$ cat src/rtl/pic_pkg.sv
package pic_pkg;
    localparam int unsigned DW = 32;
    localparam int unsigned AW = 4;

    typedef enum logic [AW-1:0] {
        OFS_STAT   = 4'd0,
        OFS_SET    = 4'd1,
        OFS_ENA    = 4'd2,
        OFS_CSEL   = 4'd3,
        OFS_POL    = 4'd4,
        OFS_TRIG   = 4'd5,
        OFS_MSTAT  = 4'd6,
        OFS_VEC    = 4'd7,
        OFS_VCFG   = 4'd8
    } reg_ofs_e;
endpackage

$ cat src/rtl/pic_sync.sv
module pic_sync #(
    parameter int unsigned W      = 32,
    parameter int unsigned STAGES = 2
) (
    input  logic         clk,
    input  logic         rst_n,
    input  logic [W-1:0] d_in,
    output logic [W-1:0] d_out
);
    logic [W-1:0] chain [STAGES];

    always_ff @(posedge clk) begin
        if (!rst_n) begin
            for (int s = 0; s < STAGES; s++) chain[s] <= '0;
        end else begin
            chain[0] <= d_in;
            for (int s = 1; s < STAGES; s++) chain[s] <= chain[s-1];
        end
    end

    assign d_out = chain[STAGES-1];
endmodule

$ cat src/rtl/pic_vecgen.sv
module pic_vecgen #(
    parameter int unsigned W  = 32,
    parameter int unsigned SH = 9
) (
    input  logic [W-1:0] crit_pend,
    input  logic [W-1:0] cfg,
    output logic [W-1:0] vec
);
    localparam int unsigned PW = $clog2(W);

    logic [PW-1:0] lo_idx, hi_idx, pos;
    logic [W-1:0]  base;

    always_comb begin
        lo_idx = '0;
        hi_idx = '0;
        for (int i = W - 1; i >= 0; i--) if (crit_pend[i]) lo_idx = PW'(i);
        for (int i = 0; i < W; i++)      if (crit_pend[i]) hi_idx = PW'(i);
    end

    always_comb begin
        base = {cfg[W-1:2], 2'b00};
        pos  = cfg[0] ? PW'(W - 1) - hi_idx : lo_idx;
        vec  = (crit_pend == '0) ? '0 : base + (W'(pos) << SH);
    end
endmodule

$ cat src/rtl/pic_ctrl.sv
module pic_ctrl
    import pic_pkg::*;
#(
    parameter int unsigned NSRC   = 32,
    parameter int unsigned SYNC_N = 2,
    parameter int unsigned STRIDE = 9,
    parameter bit          VEC_EN = 1'b1
) (
    input  logic            clk,
    input  logic            rst_n,
    input  logic [NSRC-1:0] irq_in,
    input  logic [AW-1:0]   reg_addr,
    input  logic            reg_wr,
    input  logic            reg_rd,
    input  logic [NSRC-1:0] reg_wdata,
    output logic [NSRC-1:0] reg_rdata,
    output logic            irq_norm,
    output logic            irq_crit
);
    logic [NSRC-1:0] sync_raw, lvl_now, lvl_prev, rise, fall;
    logic [NSRC-1:0] stat_q, stat_d, held_q, held_d;
    logic [NSRC-1:0] ena_q, csel_q, pol_q, trig_q;
    logic [NSRC-1:0] vcfg_q, vec_w, crit_pend, norm_pend;
    logic            wr_stat, wr_set;

    pic_sync #(.W(NSRC), .STAGES(SYNC_N)) u_sync (
        .clk  (clk),
        .rst_n(rst_n),
        .d_in (irq_in),
        .d_out(sync_raw)
    );

    // input n lands on status bit NSRC-1-n
    for (genvar n = 0; n < NSRC; n++) begin : g_map
        assign lvl_now[NSRC-1-n] = sync_raw[n];
    end

    assign rise    = lvl_now & ~lvl_prev;
    assign fall    = ~lvl_now & lvl_prev;
    assign wr_stat = reg_wr && (reg_addr == OFS_STAT);
    assign wr_set  = reg_wr && (reg_addr == OFS_SET);

    always_comb begin
        stat_d = stat_q;
        held_d = held_q;
        if (wr_stat) stat_d = (stat_q & ~reg_wdata) | held_q;
        if (wr_set)  stat_d = stat_q | reg_wdata;
        for (int i = 0; i < NSRC; i++) begin
            if (trig_q[i]) begin
                if (rise[i]) stat_d[i] = 1'b1;
            end else begin
                if (rise[i]) begin
                    stat_d[i] = 1'b1;
                    held_d[i] = 1'b1;
                end
                if (fall[i]) begin
                    stat_d[i] = 1'b0;
                    held_d[i] = 1'b0;
                end
            end
        end
    end

    always_ff @(posedge clk) begin
        if (!rst_n) begin
            lvl_prev <= '0;
            stat_q   <= '0;
            held_q   <= '0;
            ena_q    <= '0;
            csel_q   <= '0;
            pol_q    <= '0;
            trig_q   <= '0;
        end else begin
            lvl_prev <= lvl_now;
            stat_q   <= stat_d;
            held_q   <= held_d;
            if (reg_wr) begin
                unique case (reg_addr)
                    OFS_ENA:  ena_q  <= reg_wdata;
                    OFS_CSEL: csel_q <= reg_wdata;
                    OFS_POL:  pol_q  <= reg_wdata;
                    OFS_TRIG: trig_q <= reg_wdata;
                    default:  ;
                endcase
            end
        end
    end

    assign crit_pend = stat_q & ena_q & csel_q;
    assign norm_pend = stat_q & ena_q & ~csel_q;
    assign irq_norm  = |norm_pend;
    assign irq_crit  = |crit_pend;

    if (VEC_EN) begin : g_vec
        always_ff @(posedge clk) begin
            if (!rst_n)                              vcfg_q <= '0;
            else if (reg_wr && reg_addr == OFS_VCFG) vcfg_q <= reg_wdata & ~NSRC'(2);
        end

        pic_vecgen #(.W(NSRC), .SH(STRIDE)) u_vec (
            .crit_pend(crit_pend),
            .cfg      (vcfg_q),
            .vec      (vec_w)
        );

        // stored config has bit 1 cleared
        a_r11_vcfg_store: assert property (@(posedge clk) disable iff (!rst_n)
            (reg_wr && reg_addr == OFS_VCFG) |=> vcfg_q == ($past(reg_wdata) & ~NSRC'(2)));
        // stride only moves bits at and above the stride position
        a_r9_stride_low_bits: assert property (@(posedge clk) disable iff (!rst_n)
            irq_crit |-> vec_w[STRIDE-1:0] == {vcfg_q[STRIDE-1:2], 2'b00});
    end else begin : g_novec
        assign vcfg_q = '0;
        assign vec_w  = '0;
    end

    always_comb begin
        reg_rdata = '0;
        if (reg_rd) begin
            case (reg_addr)
                OFS_STAT, OFS_SET: reg_rdata = stat_q;
                OFS_ENA:           reg_rdata = ena_q;
                OFS_CSEL:          reg_rdata = csel_q;
                OFS_POL:           reg_rdata = pol_q;
                OFS_TRIG:          reg_rdata = trig_q;
                OFS_MSTAT:         reg_rdata = stat_q & ena_q;
                OFS_VEC:           reg_rdata = vec_w;
                OFS_VCFG:          reg_rdata = vcfg_q;
                default:           reg_rdata = '0;
            endcase
        end
    end

    // every level-held bit is also present in status
    a_r4_held_in_status: assert property (@(posedge clk) disable iff (!rst_n)
        (stat_q & held_q) == held_q);
    // edge-mode status bits stay set unless a status write clears them
    a_r3_edge_sticky: assert property (@(posedge clk) disable iff (!rst_n)
        !wr_stat |=> (stat_q & $past(stat_q & trig_q)) == $past(stat_q & trig_q));
    // no pending critical source means a zero vector
    a_r11_vec_zero: assert property (@(posedge clk) disable iff (!rst_n)
        !irq_crit |-> vec_w == '0);
    // polarity write stores the data as given
    a_r12_pol_store: assert property (@(posedge clk) disable iff (!rst_n)
        (reg_wr && reg_addr == OFS_POL) |=> pol_q == $past(reg_wdata));
    // an output is high only with some enabled status bit
    a_r7_out_needs_enable: assert property (@(posedge clk) disable iff (!rst_n)
        (irq_norm || irq_crit) |-> (stat_q & ena_q) != '0);
endmodule

$ cat config.mk
export PLATFORM = sky130hd
export DESIGN_NAME = pic_ctrl
export DESIGN_NICKNAME = d
export VERILOG_FILES = /design/src/rtl/pic_pkg.sv /design/src/rtl/pic_sync.sv /design/src/rtl/pic_vecgen.sv /design/src/rtl/pic_ctrl.sv
export SDC_FILE = /design/constraint.sdc
export NUM_CORES = 1
export LEC_CHECK = 0
export ABC_AREA = 1
export ABC_CLOCK_PERIOD_IN_PS = 4070
export BUFFER_PORTS_ARGS = -buffer_cell sky130_fd_sc_hd__buf_2
export CAP_MARGIN = 25
export CORE_ASPECT_RATIO = 2
export CORE_MARGIN = 3
export CORE_UTILIZATION = 55
export DETAILED_ROUTE_END_ITERATION = 12
export GPL_ROUTABILITY_DRIVEN = 0
export PLACE_DENSITY = 0.77
export SLEW_MARGIN = 30
export SYNTH_ARGS = -nofsm -noshare
export SYNTH_HDL_FRONTEND = slang
export SYNTH_SLANG_ARGS = --single-unit
$ cat constraint.sdc
create_clock -name clk -period 4.07 [get_ports clk]
set_clock_uncertainty 0.05 [all_clocks]
set_input_delay 0.2035 -clock clk [delete_from_list [all_inputs] [get_ports clk]]
set_output_delay 0.2035 -clock clk [all_outputs]
set_load 0.05 [all_outputs]
== Word-level counts from Yosys, hierarchy flattened ==
Memories as Yosys holds them, arrays and structs flattened.
Cells that the tools add are included.

* Add/subtract/negate cells: 2
* Equality and inequality tests: 8
* Muxes and demuxes: 233
* Bitwise operators: 46
* Reduce and logical (&&, ||, !) cells: 76

{| class="wikitable"
|+ Operators with widths
! cell !! number
|-
| 32-bit case mux with 8 select lines || 1
|-
| 5-bit 2-to-1 mux || 49
|-
| 32-bit AND || 6
|-
| 32-bit 2-to-1 mux || 6
|-
| 1-bit 2-to-1 mux || 163
|-
| 32-bit NOT || 4
|-
| 2-bit AND reduction || 36
|-
| 32-bit bitwise OR || 2
|-
| 2-bit nonzero test || 32
|-
| 32-bit OR reduction || 2
|-
| 32-bit by 14-bit adder with 32-bit output || 1
|-
| 32-bit logical NOT || 1
|-
| 4-bit 2-to-1 mux || 8
|-
| 1-bit NOT || 32
|-
| 4-bit by 3-bit == test with 1-bit output, second input constant || 4
|-
| 3-bit 2-to-1 mux || 4
|-
| 4-bit by 2-bit == test with 1-bit output, second input constant || 2
|-
| 5-bit subtractor, first input constant || 1
|-
| 4-bit by 1-bit == test with 1-bit output, second input constant || 1
|-
| 4-bit == test, second input constant || 1
|-
| 4-bit logical NOT || 1
|-
| 2-bit 2-to-1 mux || 2
|-
| 1-bit logical AND || 3
|-
| 1-bit bitwise OR || 2
|-
| 2-bit OR reduction || 1
|}

* Bits in registers: 255
* Bits in writable memories: 64
* Output and inout port bits: 34
* Word-level logic and storage cells: 405
* Memories: 1

{| class="wikitable"
|+ Memories
! name !! words !! width !! read ports !! clocked after Yosys merged registers in !! write ports !! RTL line !! RTL
|-
| u_sync.chain || 2 || 32 || 2 || 0 || 2 || pic_sync.sv:10 || <nowiki>logic [W-1:0] chain [STAGES];</nowiki>
|}

== Logic depth before layout (Yosys ltp) ==
* Depth in word-level cells: 39
* Gate-level depth with buffers: 55

== Hierarchy ==
A second synthesis with hierarchy kept.

* Cell total of the unflattened synthesis: 2719
* Area total of the unflattened synthesis: 17535.6 um^2

{| class="wikitable"
|+ Modules (own cells, without submodules)
! module !! times used !! cells an instance !! area an instance (um^2) !! sequential area each (um^2)
|-
| pic_ctrl || 1 || 2183 || 14077.3 || 5104.9
|-
| pic_sync || 1 || 231 || 2080.7 || 1281.2
|-
| pic_vecgen || 1 || 305 || 1377.6 || 0.0
|}

== Worst setup path after synthesis ==
No wires, ideal clock.

* Path type: register to output
* From: register stat_q[31]
* To: output port reg_rdata[31]
* Arrival: 4844 ps
* Slack: -1028 ps
* Cell stages (with the launch flop): 55
* Buffers on the path: 0
* Cell sequence: dfxtp_1 nand2_1 nor2_1 nand2_1 nand2_1 nand2_1 nand2_1 nand2_1 nand2_1 nand2_1 nand2_1 nand2_1 nand2_1 nand2_1 nand2_1 nand2_1 nand2_1 nand2_1 (+19 left out) fa_1 nand3b_1 and2_1 inv_2 nand2_1 a21oi_1 inv_1 nor2_1 inv_2 nor2_2 nand3_1 nor2_2 inv_2 nor3_1 xor2_1 o22ai_1 nor2_1 a21oi_1

* Word-level cells in the longest chain between the ends: 39
* Elaborated cells on any way between the ends: 42

{| class="wikitable"
|+ Ends and longest elaborated chain
! element !! RTL line !! RTL
|-
| start, declared || pic_ctrl.sv:21 || <nowiki>logic [NSRC-1:0] stat_q, stat_d, held_q, held_d;</nowiki>
|-
| start signal, assigned || pic_ctrl.sv:75 || <nowiki>stat_q <= stat_d;</nowiki>
|-
| 32-bit AND || pic_ctrl.sv:89, pic_ctrl.sv:126 ||
|-
| 32-bit AND || pic_ctrl.sv:89 || <nowiki>assign crit_pend = stat_q & ena_q & csel_q;</nowiki>
|-
| 5-bit 2-to-1 mux (32 in series) || pic_vecgen.sv:17 || <nowiki>for (int i = W - 1; i >= 0; i--) if (crit_pend[i]) lo_idx = PW'(i);</nowiki>
|-
| 5-bit 2-to-1 mux || pic_vecgen.sv:23 || <nowiki>pos = cfg[0] ? PW'(W - 1) - hi_idx : lo_idx;</nowiki>
|-
| 32-bit by 14-bit adder with 32-bit output || pic_vecgen.sv:24 || <nowiki>vec = (crit_pend == '0) ? '0 : base + (W'(pos) << SH);</nowiki>
|-
| 32-bit 2-to-1 mux || pic_vecgen.sv:24 ||
|-
| 32-bit case mux with 8 select lines * || pic_ctrl.sv:120 || <nowiki>case (reg_addr)</nowiki>
|-
| 32-bit 2-to-1 mux * || pic_ctrl.sv:119 || <nowiki>if (reg_rd) begin</nowiki>
|-
| end, declared || pic_ctrl.sv:16 || <nowiki>output logic [NSRC-1:0] reg_rdata,</nowiki>
|}

Mark *: on every way between the ends. The rest lies on a longest branch, timed or not.

== Worst setup path in the final report ==
* From: register stat_q[31]
* To: output port reg_rdata[27]

* Word-level cells in the longest chain between the ends: 39
* Elaborated cells on any way between the ends: 42

{| class="wikitable"
|+ Ends and longest elaborated chain
! element !! RTL line
|-
| 32-bit AND * (2 in series) || pic_ctrl.sv:89
|-
| 5-bit 2-to-1 mux (32 in series) || pic_vecgen.sv:17
|-
| 5-bit 2-to-1 mux || pic_vecgen.sv:23
|-
| 32-bit by 14-bit adder with 32-bit output || pic_vecgen.sv:24
|-
| 32-bit 2-to-1 mux * || pic_vecgen.sv:24
|-
| 32-bit case mux with 8 select lines * || pic_ctrl.sv:120
|-
| 32-bit 2-to-1 mux * || pic_ctrl.sv:119
|}

Marked as above.

==> results.sh <==
export IMPL_status="complete, but fails checks"
export IMPL_violations="setup timing"
export IMPL_crit_start="stat_q[31]$_SDFF_PN0_"
export IMPL_crit_arrival_ns=5.59
export IMPL_synth_area_top_cells="dfxtp_1, inv_1, a21oi_1, nand2_1, o21ai_0"
export IMPL_globalRouteMet2Util_pct=55.9
export IMPL_layout_drive_gt1_share_pct=19.1
export IMPL_die_area_um2=29400
export IMPL_vias=15900
export IMPL_ys_ff_latch=319
export IMPL_relSlewSlack_pct=44.3
export IMPL_clock_sinks=319
export IMPL_cp_start_kind="flop"
export IMPL_synth_top_area_cell="dfxtp_1"
export IMPL_worst_pin_slew_ns=0.815
export IMPL_syn_area_um2=15000
export IMPL_synth_xor_area_share_pct=0.642
export IMPL_maxSlewViolCount=0
export IMPL_clk_insertion_delay_late_ns=0.56
export IMPL_netlist_instances=2047
export IMPL_synth_warnings=0
export IMPL_crit_family="simple AND/OR/NAND/NOR gates"
export IMPL_design_area_um2=19300
export IMPL_r2r_start="u_sync.chain[0][48]$_SDFF_PN0_"
export IMPL_drtIter0Drc=1963
export IMPL_utilization_pct=72.6
export IMPL_timing_fmax_mhz=171
export IMPL_core_um2=26600
export IMPL_critPathMaxFanout=3
export IMPL_slowest_stage="dfxtp_2"
export IMPL_syn_num_nets=2190
export IMPL_cts_buffers=29
export IMPL_grt_overflow=0
export IMPL_synth_adder_area_share_pct=5.97
export IMPL_final_cell_mix="inv_1, dfxtp_1, nand2_1, a21oi_1, o21ai_0"
export IMPL_crit_buf_inv=7
export IMPL_synth_compound_area_share_pct=24.1
export IMPL_first_pass_iters=7
export IMPL_h_tree_depth=1
export IMPL_synthMuxAreaShare_pct=0
export IMPL_first_global_vias=15800
export IMPL_yosys_area_share_simple_pct=14.9
export IMPL_p_leak_nw=8.73
export IMPL_peakVddDrop_mv=0.359
export IMPL_rsz0062_at_grt="true"
export IMPL_hold_viol=0
export IMPL_min_from="rst_n"
export IMPL_fp_dieH_um=240
export IMPL_syn_area_per_cell_um2=7.33
export IMPL_yosys_area_top_type_share_pct=42.6
export IMPL_ys_seq_area_share_pct=42.6
export IMPL_placement_rows=84
export IMPL_grt_busiest_layer="met2"
export IMPL_synth_flop_cell="dfxtp_1"
export IMPL_syn_to_final_growth_pct=28.7
export IMPL_fin_crit_sh_pct=144
export IMPL_drc_errors=0
export IMPL_synth_edf_count=0
export IMPL_cpPeakStageDelay_ns=0.34
export IMPL_routedWlPerCell_um=19.1
export IMPL_hpwl_um=34900
export IMPL_antenna_found_initial=4
export IMPL_crit_top_cell="nand2_1"
export IMPL_cts_buffer_depth=3
export IMPL_synth_top_family_by_area="compound AO/OA/AOI/OAI gates"
export IMPL_min_period_ns=5.85
export IMPL_layout_commonest_cell="inv_1"
export IMPL_grt_max_degree=179
export IMPL_setup_viol=22
export IMPL_via_per_inst=5.87
export IMPL_hold_path_class="input port to flop"
export IMPL_ys_types=41
export IMPL_pwr_density_cell_nw_per_um2=344
export IMPL_dpl_cell_area_um2=17200
export IMPL_design_portCount=106
export IMPL_fp_dieW_um=123
export IMPL_place_port_buffers=105
export IMPL_grt_total_usage_pct=34.7
export IMPL_initial_utilization_pct=56.4
export IMPL_clockRootBuffer="clkbuf_16"
export IMPL_worstPathRequired_ns=3.82
export IMPL_grtUsageMet3_pct=7.16
export IMPL_maxCapViolations=0
export IMPL_grt_pass1_wl_um=80300
export IMPL_end_kind="output pin"
export IMPL_cts_tree="yes"
export IMPL_synthArstFlopShare_pct=0
export IMPL_nNetsFinal=2488
export IMPL_drt_wl_total_um=51800
export IMPL_path_clk_slew_ns=0.07
export IMPL_setup_ws_ns=-1.78
export IMPL_ant_nets=0
export IMPL_use_met1_pct=38.1
export IMPL_setup_worst_path_class="flop to output pin"
## power breakdown
part	total, mW	switching (mW)	internal, mW
clock	2.72	1.21	1.51
sequential	3.30	0.0653	3.24
combinational	0.622	0.392	0.230
## cell families after synthesis
logic type | Yosys count
adders and majority gates | 71
DFF | 319
xor gates and xnor gates | 11
and+or+nand+nor | 538
buffers and inverters | 472
AOI/OAI and AO/OA | 636
## worst min-delay path, stage by stage
cell and delay (ns):
buf_6 0.23, nand2_1 0.11, inv_1 0.03
## timing repair
| action | CTS | global route |
|---|---|---|
| gates resized for setup | 62 | 54 |
| setup buffers | 11 | 10 |
| endpoints found under the setup margin | 23 | 23 |
| hold endpoints to repair | 162 | 0 |
| pin swaps | 19 | 35 |
| hold buffers | 64 | 0 |
## layout make-up
type	count	area, µm²
Antenna cell	4	10.0
Clock buffer	41	811
Clock inverter	11	113
Fill cell	2046	7270
Inverter	374	1410
Multi-Input combinational cell	1256	7310
Sequential cell	319	6390
Tap cell	344	430
Timing Repair Buffer	365	2850
## per-layer routing
layer,share of wire (%),vias up
li1,-,7377
met1,34,7304
met2,47,949
met3,9.5,313
met4,9.5,0
met5,0,-
## state kept, by name, indices dropped and copies added, names as in the netlist
name          cells
csel_q           32
ena_q            32
held_q           32
lvl_prev         32
pol_q            32
stat_q           32
trig_q           32
u_sync.chain     64
vcfg_q           31
## Yosys cell counts (3+ instances only)
master	instances
o21ai_0	203
o22ai_1	31
o21ai_1	16
inv_1	355
nand3_1	101
ha_1	70
o41ai_1	5
o221ai_1	12
nor4_1	4
nor2_2	6
nor2_1	108
a22oi_1	9
nor3_1	4
nand4_1	5
clkbuf_1	96
nand2_1	300
a31oi_1	14
o2111ai_1	7
dfxtp_1	319
a221oi_1	13
o31ai_1	3
xor2_1	9
a211oi_1	38
a2111oi_0	28
a21oi_1	255
inv_2	17
## path summary, 6_finish.rpt
path              cells past startpoint  slack, ns                        endpoint
hold reg to reg                       2       0.36  u_sync.chain[0][47]$_SDFF_PN0_
hold / removal                        3       0.03  u_sync.chain[0][33]$_SDFF_PN0_
setup reg to reg                      3       2.54           stat_q[15]$_SDFF_PN0_
setup / recovery                     56      -1.78                   reg_rdata[27]
## stage by stage
| step | setup slack (ns) | instances | setup TNS [ns] | power, mW | hold WS (ns) |
|---|---|---|---|---|---|
| 2_1_floorplan | -0.496 | 2047 | -3.08 | 3.67 | 0.251 |
| 5_1_grt | -2.28 | 2714 | -35.55 | 6.86 | 0.0601 |
| 3_5_place_dp | -1.21 | 2575 | -13.12 | 3.91 | 0.338 |
| 6_report | -1.78 | 2714 | -24.92 | 6.64 | 0.0294 |
| 4_1_cts | -1.69 | 2702 | -23.64 | 6.64 | 0.0390 |
| 3_3_place_gp | -1.21 | 2575 | -12.98 | 3.89 | 0.333 |
Note: power is estimated with default switching activity, not from simulation.
